==> config.mk <==
export PLATFORM = sky130hd
export DESIGN_NAME = prbs_ber_tester
export DESIGN_NICKNAME = d
export VERILOG_FILES = /design/src/rtl/prbs_ber_pkg.sv /design/src/rtl/prbs_gen.sv /design/src/rtl/prbs_chk.sv /design/src/rtl/err_tally.sv /design/src/rtl/prbs_ber_tester.sv
export SDC_FILE = /design/constraint.sdc
export NUM_CORES = 1
export LEC_CHECK = 0
export BUFFER_PORTS_ARGS = -buffer_cell sky130_fd_sc_hd__buf_2
export CORE_MARGIN = 4
export CORE_UTILIZATION = 60
export DETAILED_ROUTE_END_ITERATION = 16
export GPL_ROUTABILITY_DRIVEN = 0
export GPL_TIMING_DRIVEN = 0
export HOLD_SLACK_MARGIN = 0.08
export PLACE_DENSITY_LB_ADDON = 0.1
export SKIP_LAST_GASP = 1
export SYNTH_ARGS = -nofsm -noshare
export SYNTH_HDL_FRONTEND = slang
export SYNTH_HIERARCHICAL = 1
export SYNTH_SLANG_ARGS = --single-unit
==> constraint.sdc <==
create_clock -name clk -period 7.4 [get_ports clk]
set_clock_uncertainty 0.15 [all_clocks]
set_input_delay 1.48 -clock clk [delete_from_list [all_inputs] [get_ports clk]]
set_output_delay 1.48 -clock clk [all_outputs]
set_load 0.1 [all_outputs]
==> src/rtl/prbs_ber_pkg.sv <==
package prbs_ber_pkg;

    localparam int PRBS_W = 15;
    localparam int OCT_W  = 8;

    typedef logic [PRBS_W-1:0] lfsr_t;
    typedef logic [OCT_W-1:0]  octet_t;

    localparam logic [1:0] MODE_PATTERN = 2'b11;

    typedef struct packed {
        lfsr_t  st;
        octet_t octet;
    } step_t;

    typedef enum logic [1:0] {
        SYNC_EMPTY,
        SYNC_HALF,
        SYNC_LOCKED
    } sync_e;

    // Advance the sequence by one octet; the first bit produced lands in bit 7.
    function automatic step_t prbs_step8(input lfsr_t s);
        step_t r;
        lfsr_t t;
        logic  b;
        t = s;
        r.octet = '0;
        for (int i = 0; i < OCT_W; i++) begin
            b = t[PRBS_W-1] ^ t[PRBS_W-2];
            t = {t[PRBS_W-2:0], b};
            r.octet[OCT_W-1-i] = b;
        end
        r.st = t;
        return r;
    endfunction

    function automatic logic [3:0] popcnt8(input octet_t v);
        logic [3:0] c;
        c = '0;
        for (int i = 0; i < OCT_W; i++) c = c + 4'(v[i]);
        return c;
    endfunction

endpackage

==> src/rtl/prbs_gen.sv <==
module prbs_gen
    import prbs_ber_pkg::*;
#(
    parameter lfsr_t SEED = 15'h1D3B
) (
    input  logic       clk,
    input  logic       rst,
    input  logic       strobe,
    input  logic [1:0] mode,
    output logic       pat_vld,
    output octet_t     data
);
    lfsr_t st_q;
    step_t step;
    logic  fire;

    assign step = prbs_step8(st_q);
    assign fire = strobe && (mode == MODE_PATTERN);

    always_ff @(posedge clk) begin
        if (rst) begin
            st_q    <= SEED;
            pat_vld <= 1'b0;
            data    <= '0;
        end else begin
            pat_vld <= fire;
            data    <= fire ? step.octet : '0;
            if (fire) st_q <= step.st;
        end
    end
endmodule

==> src/rtl/prbs_chk.sv <==
module prbs_chk
    import prbs_ber_pkg::*;
(
    input  logic       clk,
    input  logic       rst,
    input  logic       restart,
    input  logic       enable,
    input  logic       in_vld,
    input  octet_t     in_byte,
    output logic       err_vld,
    output logic [3:0] err_bits
);
    sync_e  phase_q;
    octet_t hold_q;
    lfsr_t  ref_q;
    step_t  pred;

    assign pred = prbs_step8(ref_q);

    always_ff @(posedge clk) begin
        if (rst) begin
            phase_q  <= SYNC_EMPTY;
            hold_q   <= '0;
            ref_q    <= '0;
            err_vld  <= 1'b0;
            err_bits <= '0;
        end else begin
            err_vld  <= 1'b0;
            err_bits <= '0;
            if (restart) begin
                phase_q <= SYNC_EMPTY;
            end else if (enable && in_vld) begin
                unique case (phase_q)
                    SYNC_EMPTY: begin
                        hold_q  <= in_byte;
                        phase_q <= SYNC_HALF;
                    end
                    SYNC_HALF: begin
                        ref_q   <= {hold_q[PRBS_W-OCT_W-1:0], in_byte};
                        phase_q <= SYNC_LOCKED;
                    end
                    default: begin
                        ref_q    <= pred.st;
                        err_vld  <= 1'b1;
                        err_bits <= (in_byte == 8'hFF) ? 4'd0
                                                       : popcnt8(in_byte ^ pred.octet);
                    end
                endcase
            end
        end
    end
endmodule

==> src/rtl/err_tally.sv <==
module err_tally #(
    parameter int CNT_W = 16
) (
    input  logic             clk,
    input  logic             rst,
    input  logic             start_lvl,
    input  logic             clear_lvl,
    input  logic             err_vld,
    input  logic [3:0]       err_bits,
    output logic             start_rise,
    output logic             running,
    output logic [CNT_W-1:0] cnt,
    output logic [CNT_W-1:0] result
);
    logic             start_q, clear_q;
    logic             start_fall, clear_rise;
    logic [CNT_W:0]   sum;
    logic [CNT_W-1:0] cnt_nxt;

    assign start_rise = start_lvl & ~start_q;
    assign start_fall = ~start_lvl & start_q;
    assign clear_rise = clear_lvl & ~clear_q;

    assign sum     = {1'b0, cnt} + {{(CNT_W-3){1'b0}}, err_bits};
    assign cnt_nxt = sum[CNT_W] ? '1 : sum[CNT_W-1:0];

    always_ff @(posedge clk) begin
        if (rst) begin
            start_q <= 1'b0;
            clear_q <= 1'b0;
            running <= 1'b0;
            cnt     <= '0;
            result  <= '0;
        end else begin
            start_q <= start_lvl;
            clear_q <= clear_lvl;
            if (start_rise)      running <= 1'b1;
            else if (start_fall) running <= 1'b0;
            if (clear_rise) begin
                cnt    <= '0;
                result <= '0;
            end else begin
                if (start_fall)         result <= cnt;
                if (running && err_vld) cnt    <= cnt_nxt;
            end
        end
    end
endmodule

==> src/rtl/prbs_ber_tester.sv <==
module prbs_ber_tester
    import prbs_ber_pkg::*;
#(
    parameter int    STRM_W = 5,
    parameter int    CHAN_W = 8,
    parameter int    CNT_W  = 16,
    parameter lfsr_t SEED   = 15'h1D3B
) (
    input  logic              clk,
    input  logic              rst,
    input  logic              start_bit,
    input  logic              clear_bit,
    input  logic [STRM_W-1:0] sel_stream,
    input  logic [CHAN_W-1:0] sel_chan,
    input  logic              tx_strobe,
    input  logic [1:0]        tx_mode,
    output logic              tx_pat_vld,
    output logic [7:0]        tx_data,
    input  logic              rx_valid,
    input  logic [STRM_W-1:0] rx_stream,
    input  logic [CHAN_W-1:0] rx_chan,
    input  logic [7:0]        rx_data,
    output logic [CNT_W-1:0]  err_count
);
    logic             rx_hit;
    logic             start_rise;
    logic             running;
    logic             err_vld;
    logic [3:0]       err_bits;
    logic [CNT_W-1:0] tally_cnt;

    assign rx_hit = rx_valid && (rx_stream == sel_stream) && (rx_chan == sel_chan);

    prbs_gen #(.SEED(SEED)) u_gen (
        .clk     (clk),
        .rst     (rst),
        .strobe  (tx_strobe),
        .mode    (tx_mode),
        .pat_vld (tx_pat_vld),
        .data    (tx_data)
    );

    prbs_chk u_chk (
        .clk      (clk),
        .rst      (rst),
        .restart  (start_rise),
        .enable   (running),
        .in_vld   (rx_hit),
        .in_byte  (rx_data),
        .err_vld  (err_vld),
        .err_bits (err_bits)
    );

    err_tally #(.CNT_W(CNT_W)) u_tally (
        .clk        (clk),
        .rst        (rst),
        .start_lvl  (start_bit),
        .clear_lvl  (clear_bit),
        .err_vld    (err_vld),
        .err_bits   (err_bits),
        .start_rise (start_rise),
        .running    (running),
        .cnt        (tally_cnt),
        .result     (err_count)
    );
endmodule

# Word level (Yosys, flattened, before mapping)
# Index checks and enable logic that the tools add are counted.
# totals
reg_bits,88
latch_bits,0
mem_bits_rw,0
romBits,0
inputBits,42
out_inout_bits,25
elab_cells,76
mem_count,0
# op_classes
add_sub_neg,8
mul,0
div,0
n_lt_le_gt_ge,0
eq_ne,5
shifts,0
muxes,6
bitwise_logic,27
n_reduce_logical,17
# op_table
op,n
case mux 15 bit (2 select lines),1
adder 4 x 1 -> 4 bit,6
adder 16 x 4 -> 17 bit,1
two-way mux 16 bit,1
XOR 1 bit,16
equality test 8 bit,1
"equality test 8 bit, second input constant",1
OR reduction 2 bit,4
XOR 8 bit,1
NOT 1 bit,7
AND reduction 3 bit,2
OR reduction 6 bit,1
equality test 5 bit,1
logical AND 1 bit,5
case mux 2 bit (2 select lines),1
nonzero test 2 bit,2
AND 1 bit,3
two-way mux 1 bit,3
OR reduction 3 bit,1
adder 1 x 1 -> 2 bit,1
"equality test 2 x 1 -> 1 bit, second input constant",1
"equality test 2 bit, second input constant",1
logical NOT 2 bit,1
AND reduction 2 bit,1

# Depth between registers and ports, before layout
# Gate-level depths: netlist of run 1.
# logic_depth
ltp_word,9
mapped_depth,11
depth_no_buf,11

# Modules after synthesis
# Netlist of run 1, hierarchy kept.
# modules_own_cells
module,instances,cells_per_inst,area_per_inst_um2,seq_area_each_um2
err_tally,1,165,1612.8,700.7
prbs_chk,1,159,1557.7,580.6
prbs_gen,1,62,789.5,480.5
prbs_ber_tester,1,18,148.9,0.0

# Worst setup path before layout of run 1
# Ideal clock, no wire load.
# synth_path
path_type,input port to flip-flop
start,in rx_data[1]
end,reg u_chk.err_bits[2]
setup_ns,0.128
t_arrival_ns,3.901
required_time_ns,7.122
path_slack_ns,3.222
cell_stages,10
path_buffers,0
cell_sequence,xnor2_1 -> fa_1 -> fa_1 -> fa_1 -> inv_1 -> ha_1 -> inv_1 -> fa_1 -> xor2_1 -> nor2_1
# synth_between
elab_chain_cells,8
word_cells_on_any_way,10
cone_classes,7 x add/sub; 1 x eq/ne; 1 x bitwise; 1 x reduce/logical
# synth_lines
item,line_no,rtl
start: declaration,prbs_ber_tester.sv:22,"input logic [7:0] rx_data,"
XOR 8 bit,prbs_chk.sv:46,: popcnt8(in_byte ^ pred.octet);
adder 1 x 1 -> 2 bit,prbs_ber_pkg.sv:41,for (int i = 0; i < OCT_W; i++) c = c + 4'(v[i]);
adder 4 x 1 -> 4 bit (6 in series),prbs_ber_pkg.sv:41,
end signal: assignment,prbs_chk.sv:45,err_bits <= (in_byte == 8'hFF) ? 4'd0
end: declaration,prbs_chk.sv:11,output logic [3:0] err_bits
# Parallel ways exist; a longest one is shown, timed or not.
# A chain may end at the register's enable or synchronous reset.

# Final worst setup path of run 1
# layout_path
start,in rx_data[3]
end,reg u_chk.err_bits[2]
# layout_between
elab_chain_cells,6
word_cells_on_any_way,8
cone_classes,5 x add/sub; 1 x eq/ne; 1 x bitwise; 1 x reduce/logical
# layout_lines
item,line_no
XOR 8 bit,prbs_chk.sv:46
adder 4 x 1 -> 4 bit (5 in series),prbs_ber_pkg.sv:41
# Parallel ways exist; a longest one is shown, timed or not.

==> flow_results.xml, run 1 <==
<?xml version="1.0" encoding="UTF-8"?>
<metrics>
  <group name="timing">
    <metric name="tightest_slew" unit="ps">634</metric>
    <metric name="maxSlewHeadroom" unit="%">57.7</metric>
    <metric name="fin_tns_setup" unit="ps">0</metric>
    <metric name="final_setup_violations" unit="">0</metric>
    <metric name="unrepaired_setup_endpoints_after_global_routing" unit="">no</metric>
    <metric name="finalWorstPathRequiredPeriod" unit="ps">4060</metric>
    <metric name="fmaxAchievable" unit="MHz">246</metric>
    <metric name="post-route-period-util" unit="%">54.8</metric>
    <metric name="timing_max_transition_violations_final" unit="">0</metric>
    <metric name="hold_viol_final" unit="">0</metric>
  </group>
  <group name="floorplanning">
    <metric name="floorplan.initialDensity" unit="%">63.3</metric>
    <metric name="floorplan.core_area" unit="um2">6490</metric>
    <metric name="chipHeight" unit="um">90.8</metric>
    <metric name="ios" unit="">67</metric>
    <metric name="die-area" unit="um2">8240</metric>
    <metric name="floorplan.rows" unit="">29</metric>
    <metric name="die_x" unit="um">90.8</metric>
  </group>
  <group name="cts">
    <metric name="clk_latency" unit="ps">360</metric>
    <metric name="clkTransAtPathRegs" unit="ps">90</metric>
    <metric name="cts_resized" unit="">0</metric>
    <metric name="hold_fix_buffers_cts" unit="">0</metric>
    <metric name="clock_path_buffers" unit="">2</metric>
    <metric name="tritoncts" unit="">yes</metric>
    <metric name="cts.repair_timing.setup_buffer_count" unit="">0</metric>
    <metric name="root_buffer" unit="">clkbuf_8</metric>
    <metric name="clock_sink_count" unit="">88</metric>
    <metric name="ctsHtreeMaxLevel" unit="">3</metric>
    <metric name="tritoncts.num_buffers" unit="">9</metric>
  </group>
  <group name="synthesis">
    <metric name="synth_edf_count" unit="">0</metric>
    <metric name="dominantRegCellSynth" unit="">dfxtp_1</metric>
    <metric name="synth_sequential_area_ratio" unit="%">42.9</metric>
    <metric name="synth-async-reset-ratio" unit="%">0</metric>
    <metric name="synth.area.top_cells" unit="">dfxtp_1 (43%), mux2i_1 (8.0%), xnor2_1 (5.8%), xor2_1 (3.2%), nor2_1 (2.9%)</metric>
    <metric name="synth.cell_area" unit="um2">4110</metric>
    <metric name="synth.avg_cell_area" unit="um2">10.2</metric>
    <metric name="synth_seq_cells" unit="">88</metric>
    <metric name="synth.most_common_cell" unit="">dfxtp_1</metric>
    <metric name="synthTopCellsByCount" unit="">dfxtp_1 (88), mux2i_1 (33), nor2_1 (32)</metric>
    <metric name="synth.distinct_cells" unit="">60</metric>
    <metric name="postSynthNetCount" unit="">460</metric>
    <metric name="synth_largest_type_area_fraction" unit="%">42.9</metric>
    <metric name="yosys_warnings" unit="">6</metric>
    <metric name="synth_top_area_cell" unit="">dfxtp_1</metric>
    <metric name="post_synth_inst_count" unit="">404</metric>
  </group>
  <group name="setup_path">
    <metric name="cpPeakStageDelay" unit="ps">520</metric>
    <metric name="crit_required" unit="ps">7490</metric>
    <metric name="startpoint_type" unit="">primary input</metric>
    <metric name="timing.critical_path.to_type" unit="">flip-flop</metric>
    <metric name="startpoint" unit="">rx_data[3]</metric>
    <metric name="worstPathCellList" unit="">buf_2, xnor2_1, fa_1, fa_1, fa_1, inv_1, ha_1, inv_1, fa_1, xor2_1, nor2_1</metric>
    <metric name="critical-path-top-cell-by-count" unit="">fa_1</metric>
    <metric name="cp.depth" unit="">11</metric>
    <metric name="cpMaxStageDelayCell" unit="">fa_1</metric>
    <metric name="worst_ep_arrival" unit="ps">4150</metric>
    <metric name="r2r_path_start" unit="">u_chk/ref_q[6]</metric>
    <metric name="rr_endpoint" unit="">u_chk/err_bits[2]</metric>
    <metric name="worst-r2r-setup-slack" unit="ps">3970</metric>
    <metric name="worst-path-buf-inv" unit="">3</metric>
    <metric name="timing.setup.critical_path_class" unit="">in2reg</metric>
    <metric name="worst-r2r-cell-count" unit="">11</metric>
    <metric name="critical_path.max_fanout" unit="">4</metric>
    <metric name="cp-endpoint" unit="">u_chk/err_bits[2]</metric>
    <metric name="critPathTopFamily" unit="">adder cells</metric>
  </group>
  <group name="pwr">
    <metric name="design_power_total" unit="uW">944</metric>
    <metric name="p_per_area" unit="nW/um2">198</metric>
    <metric name="power.leakage" unit="nW">2.09</metric>
    <metric name="vdd_ir_drop_max" unit="mV">0.134</metric>
  </group>
  <group name="routing">
    <metric name="firstDrtPassIters" unit="">4</metric>
    <metric name="finalWirelength" unit="um">8460</metric>
    <metric name="routed_wire_length_per_instance" unit="um">15.0</metric>
    <metric name="met3_wirelength" unit="um">303</metric>
    <metric name="wl_met2" unit="um">4380</metric>
    <metric name="drt-initial-drc-count" unit="">114</metric>
    <metric name="vias" unit="">3212</metric>
    <metric name="vias_per_cell" unit="">5.71</metric>
    <metric name="maxUsedRoutingLayer" unit="">met4</metric>
    <metric name="postRouteAntennaNets" unit="">0</metric>
    <metric name="count_of_unresolved_drc_violations_after_routing" unit="">0</metric>
    <metric name="m1WireLength" unit="um">3660</metric>
  </group>
  <group name="global_routing">
    <metric name="grt_start_max_net_pins" unit="">19</metric>
    <metric name="grt_pass1_wl" unit="um">14200</metric>
    <metric name="grt_antenna_before_repair" unit="">0</metric>
    <metric name="grt_usage" unit="%">21.1</metric>
    <metric name="overflow" unit="">0</metric>
    <metric name="number_of_global_route_vias_before_repair" unit="">3088</metric>
  </group>
  <group name="flow_run">
    <metric name="cap_violations" unit="">0</metric>
  </group>
  <group name="final_layout">
    <metric name="insertedDiodeCount" unit="">0</metric>
    <metric name="synthToLayoutAreaGrowth" unit="%">16.1</metric>
    <metric name="fin_nets" unit="">537</metric>
    <metric name="layout-drive-gt1-share" unit="%">24.3</metric>
  </group>
  <group name="place">
    <metric name="dp_hpwl" unit="um">6200</metric>
    <metric name="placement.io_buffers" unit="">66</metric>
  </group>
  <group name="run_status">
    <metric name="status" unit="">completed</metric>
  </group>
  <group name="hold_path">
    <metric name="worst_hold_path_type" unit="">reg2reg</metric>
  </group>
</metrics>
[final cells by class]
class,instances,area [um2]
Multi-Input combinational cell,285,2160
Sequential cell,88,1760
Fill cell,466,1720
Timing Repair Buffer,66,330
Buffer,20,141
Clock buffer,10,138
Clock inverter,6,97.6
Tap cell,77,96.3
Inverter,11,41.3
[worst min-delay path by stage]
stage | from | cells past startpoint | slack, ps | to
2_1_floorplan | u_gen/st_q[2] | 1 | 280 | u_gen/st_q[2]
6_report | u_gen/st_q[2] | 1 | 320 | u_gen/st_q[2]
4_1_cts | u_gen/st_q[2] | 1 | 320 | u_gen/st_q[2]
5_1_grt | u_gen/st_q[2] | 1 | 340 | u_gen/st_q[2]
3_3_place_gp | u_gen/st_q[2] | 1 | 300 | u_gen/st_q[2]
3_5_place_dp | u_gen/st_q[2] | 1 | 300 | u_gen/st_q[2]
[cell families (layout without fill, tap and decap cells)]
family | after synthesis | count (layout) | share of synthesized area (%)
AO/OA/AOI/OAI | 95 | 95 | 16.3
XOR/XNOR | 42 | 42 | 8.95
adder cells (fa/ha/maj) | 14 | 14 | 5.18
buffers and inverters | 31 | 113 | 4.45
flip-flops | 88 | 88 | 42.9
multiplexers | 33 | 33 | 8.04
AND/OR/NAND/NOR | 101 | 101 | 14.3
[power by group]
group | switching [mW] | internal [mW]
sequential | 0.00352 | 0.478
combinational | 0.0450 | 0.0352
clock | 0.177 | 0.205
total | 0.226 | 0.718
[state kept, by name, summed over array words and instances, names as in the netlist]
name	flops
u_chk/err_bits	4
u_chk/err_vld	1
u_chk/hold_q	7
u_chk/phase_q	2
u_chk/ref_q	15
u_gen/data	8
u_gen/pat_vld	1
u_gen/st_q	15
u_tally/clear_q	1
u_tally/cnt	16
u_tally/result	16
u_tally/running	1
u_tally/start_q	1
[through the flow]
step / std cells / utilization (%) / setup slack [ps] / area (um2) / hold slack, ps
CTS: 563 / 73.5 / 3340 / 4770 / 323
global placement: 547 / 69.8 / 3010 / 4540 / 302
global route: 563 / 73.5 / 3230 / 4770 / 338
floorplan: 404 / - / 3220 / 4110 / 283
detailed placement: 547 / 69.8 / 2940 / 4540 / 301
finish: 563 / 73.5 / 3340 / 4770 / 318
[layout by cell type, fill, tap and decap left out, types with 10 or more instances in the layout]
cell type,instances
a31oi_1,10
o21ai_0,12
nand3_1,11
nor2_1,32
nand4_1,10
mux2i_1,33
clkbuf_8,10
inv_1,10
xnor2_1,27
dfxtp_1,88
buf_2,70
xor2_1,15
a21oi_1,22
[layer usage]
| metal | global-route usage, % | up-vias |
|---|---|---|
| met5 | 0 | - |
| met4 | 8.93 | 0 |
| met3 | 3.83 | 9 |
| met2 | 36.8 | 60 |
| met1 | 25.4 | 1520 |
| li1 | - | 1623 |
(Power assumes the default switching activity.)
==> inputs of run 2 (changes only) <==
CORE_UTILIZATION = 51   (was 60)
clock period = 3.4 ns   (was 7.4 ns; I/O delays follow)
==> run 2 against run 1 <==
Effect of this change: first-iteration DRC count is 31% lower; sequential power grew 120%; critical path depth shrank 1; critical endpoint is now u_chk/err_bits[1]; via count did not move.
==> flow_results.xml, run 2 (same netlist as run 1, synthesis figures left out) <==
<?xml version="1.0" encoding="UTF-8"?>
<metrics>
  <group name="setup_path">
    <metric name="critical-path-top-cell-by-count" unit="">fa_1</metric>
    <metric name="rr_endpoint" unit="">u_chk/err_bits[1]</metric>
    <metric name="worst-r2r-setup-slack" unit="ps">180</metric>
    <metric name="timing.critical_path.to_type" unit="">flip-flop</metric>
    <metric name="startpoint_type" unit="">flip-flop</metric>
    <metric name="r2r_path_start" unit="">u_chk/ref_q[6]</metric>
    <metric name="cpMaxStageDelayCell" unit="">fa_1</metric>
    <metric name="timing.setup.critical_path_class" unit="">reg2reg</metric>
    <metric name="worst_ep_arrival" unit="ps">3300</metric>
    <metric name="critical_path.max_fanout" unit="">3</metric>
    <metric name="worstPathCellList" unit="">xor2_4, xnor2_2, fa_1, fa_1, fa_1, inv_1, ha_1, inv_1, fa_2, nor2_1</metric>
    <metric name="cpPeakStageDelay" unit="ps">560</metric>
    <metric name="crit_required" unit="ps">3480</metric>
    <metric name="worst-r2r-cell-count" unit="">10</metric>
  </group>
  <group name="cts">
    <metric name="clock_path_buffers" unit="">2</metric>
    <metric name="clock_sink_count" unit="">88</metric>
    <metric name="ctsHtreeMaxLevel" unit="">3</metric>
    <metric name="tritoncts" unit="">yes</metric>
    <metric name="clkTransAtPathRegs" unit="ps">90</metric>
    <metric name="clk_latency" unit="ps">350</metric>
    <metric name="root_buffer" unit="">clkbuf_8</metric>
    <metric name="tritoncts.num_buffers" unit="">9</metric>
  </group>
  <group name="timing">
    <metric name="maxSlewHeadroom" unit="%">58.3</metric>
    <metric name="fin_tns_setup" unit="ps">0</metric>
    <metric name="finalWorstPathRequiredPeriod" unit="ps">3220</metric>
    <metric name="postLayoutSetupSlackWorst" unit="ps">180</metric>
    <metric name="hold_viol_final" unit="">0</metric>
    <metric name="final_setup_violations" unit="">0</metric>
    <metric name="post-route-period-util" unit="%">94.7</metric>
    <metric name="unrepaired_setup_endpoints_after_global_routing" unit="">no</metric>
    <metric name="tightest_slew" unit="ps">623</metric>
    <metric name="timing_max_transition_violations_final" unit="">0</metric>
    <metric name="fmaxAchievable" unit="MHz">311</metric>
  </group>
  <group name="floorplanning">
    <metric name="floorplan.rows" unit="">32</metric>
    <metric name="floorplan.initialDensity" unit="%">52.9</metric>
    <metric name="die-area" unit="um2">9560</metric>
    <metric name="ios" unit="">67</metric>
    <metric name="die_x" unit="um">97.8</metric>
    <metric name="floorplan.core_area" unit="um2">7770</metric>
    <metric name="chipHeight" unit="um">97.8</metric>
  </group>
  <group name="pwr">
    <metric name="p_per_area" unit="nW/um2">406</metric>
    <metric name="power.leakage" unit="nW">2.09</metric>
    <metric name="vdd_ir_drop_max" unit="mV">0.268</metric>
  </group>
  <group name="place">
    <metric name="placed_cells_incl_taps" unit="">572</metric>
    <metric name="dpl_worst_slack" unit="ps">-234</metric>
    <metric name="placement.io_buffers" unit="">66</metric>
    <metric name="dp_hpwl" unit="um">6500</metric>
  </group>
  <group name="routing">
    <metric name="vias_per_cell" unit="">5.46</metric>
    <metric name="firstDrtPassIters" unit="">4</metric>
    <metric name="finalWirelength" unit="um">8700</metric>
    <metric name="postRouteAntennaNets" unit="">0</metric>
    <metric name="count_of_unresolved_drc_violations_after_routing" unit="">0</metric>
    <metric name="drt-initial-drc-count" unit="">79</metric>
    <metric name="routed_wire_length_per_instance" unit="um">14.8</metric>
    <metric name="vias" unit="">3212</metric>
  </group>
  <group name="global_routing">
    <metric name="overflow" unit="">0</metric>
    <metric name="grt_antenna_before_repair" unit="">0</metric>
    <metric name="grt_pass1_wl" unit="um">15200</metric>
    <metric name="grt_usage" unit="%">19.0</metric>
    <metric name="grt_start_max_net_pins" unit="">19</metric>
    <metric name="number_of_global_route_vias_before_repair" unit="">3379</metric>
  </group>
  <group name="hold_path">
    <metric name="worst_hold_path_type" unit="">reg2reg</metric>
    <metric name="min_from" unit="">u_gen/st_q[2]</metric>
    <metric name="worstHoldPathCells" unit="">1</metric>
    <metric name="hold_path_end" unit="">u_gen/st_q[2]</metric>
  </group>
  <group name="final_layout">
    <metric name="instances_no_fill" unit="">588</metric>
    <metric name="synthToLayoutAreaGrowth" unit="%">18.2</metric>
    <metric name="commonest_cells_after_routing_fill_and_taps_aside" unit="">dfxtp_1 (83), buf_2 (70), mux2i_1 (33)</metric>
    <metric name="final_common_cell" unit="">dfxtp_1</metric>
    <metric name="fin_nets" unit="">537</metric>
    <metric name="insertedDiodeCount" unit="">0</metric>
    <metric name="layout-drive-gt1-share" unit="%">26.5</metric>
    <metric name="reg.largest.list" unit="">u_tally/cnt x16, u_tally/result x16</metric>
  </group>
  <group name="run_status">
    <metric name="status" unit="">completed</metric>
  </group>
  <group name="flow_run">
    <metric name="cap_violations" unit="">0</metric>
  </group>
</metrics>
==> run 2: changes by cell type in the layout (fill, tap and decap cells not counted), moves of 2 or more <==
| cell | change |
|---|---|
| xor2_4 | +2 |
| xnor2_2 | +2 |
| xnor2_1 | -2 |
| dfxtp_4 | +4 |
| dfxtp_1 | -5 |
| xor2_1 | -3 |
==> run 2: worst max-delay path by stage <==
stage	start	slack (ps)	endpoint	depth (start not counted)
after floorplan	rx_data[1]	20	u_chk/err_bits[2]	10
after global placement	rx_data[1]	-210	u_chk/err_bits[2]	11
after detailed placement	rx_data[1]	-230	u_chk/err_bits[2]	11
after CTS	u_chk/ref_q[6]	20	u_chk/err_bits[2]	11
after global routing	u_chk/ref_q[6]	40	u_chk/err_bits[2]	11
final	u_chk/ref_q[6]	180	u_chk/err_bits[1]	10
==> run 2: per-layer routing <==
metal  wire length, um  up-vias  GRT usage, %
met4                70        0          5.43
met1              3860     1545          22.8
met5                 0        -             0
met3               200        7          3.21
met2              4570       41          34.8
li1                  -     1619             -
==> run 2: worst max-delay path: cells and delay by family (launching register included) <==
family        cells  cell delay (ps)
flops             1              380
fa+ha+maj         5             2080
buf+inv           2              110
simple gates      1               40
xor+xnor          2              330
==> run 2: cell type report <==
| cell class | instances | area, um2 |
|---|---|---|
| Buffer | 20 | 141 |
| Clock buffer | 10 | 138 |
| Inverter | 11 | 41.3 |
| Clock inverter | 6 | 72.6 |
| Fill cell | 700 | 2910 |
| Multi-Input combinational cell | 285 | 2230 |
| Sequential cell | 88 | 1780 |
| Tap cell | 102 | 128 |
| Timing Repair Buffer | 66 | 330 |
==> run 2: where the power goes <==
group          leakage (nW)  switching, mW  internal, mW
sequential            0.715        0.00797          1.04
clock                 0.104          0.383         0.369
combinational          1.27         0.0983        0.0771
total                  2.09          0.489          1.48
==> run 2: stage by stage <==
step           power [mW]  instance area, um2  hold slack [ps]  util (%)
6_report             1.97                4860              322      62.5
5_1_grt              2.07                4860              343      62.5
4_1_cts              2.00                4790              327      61.7
3_5_place_dp         1.25                4570              306      58.8
3_3_place_gp         1.24                4570              302      58.8
2_1_floorplan        1.19                4110              283         -
==> run 2: repair_timing <==
| item | in CTS | in global routing |
|---|---|---|
| cloned | 0 | 0 |
| pin swaps | 2 | 5 |
| buffers inserted | 0 | 0 |
| hold buffers | 0 | 0 |
| endpoints found under the setup margin | 2 | 2 |
| gates resized for setup | 4 | 13 |
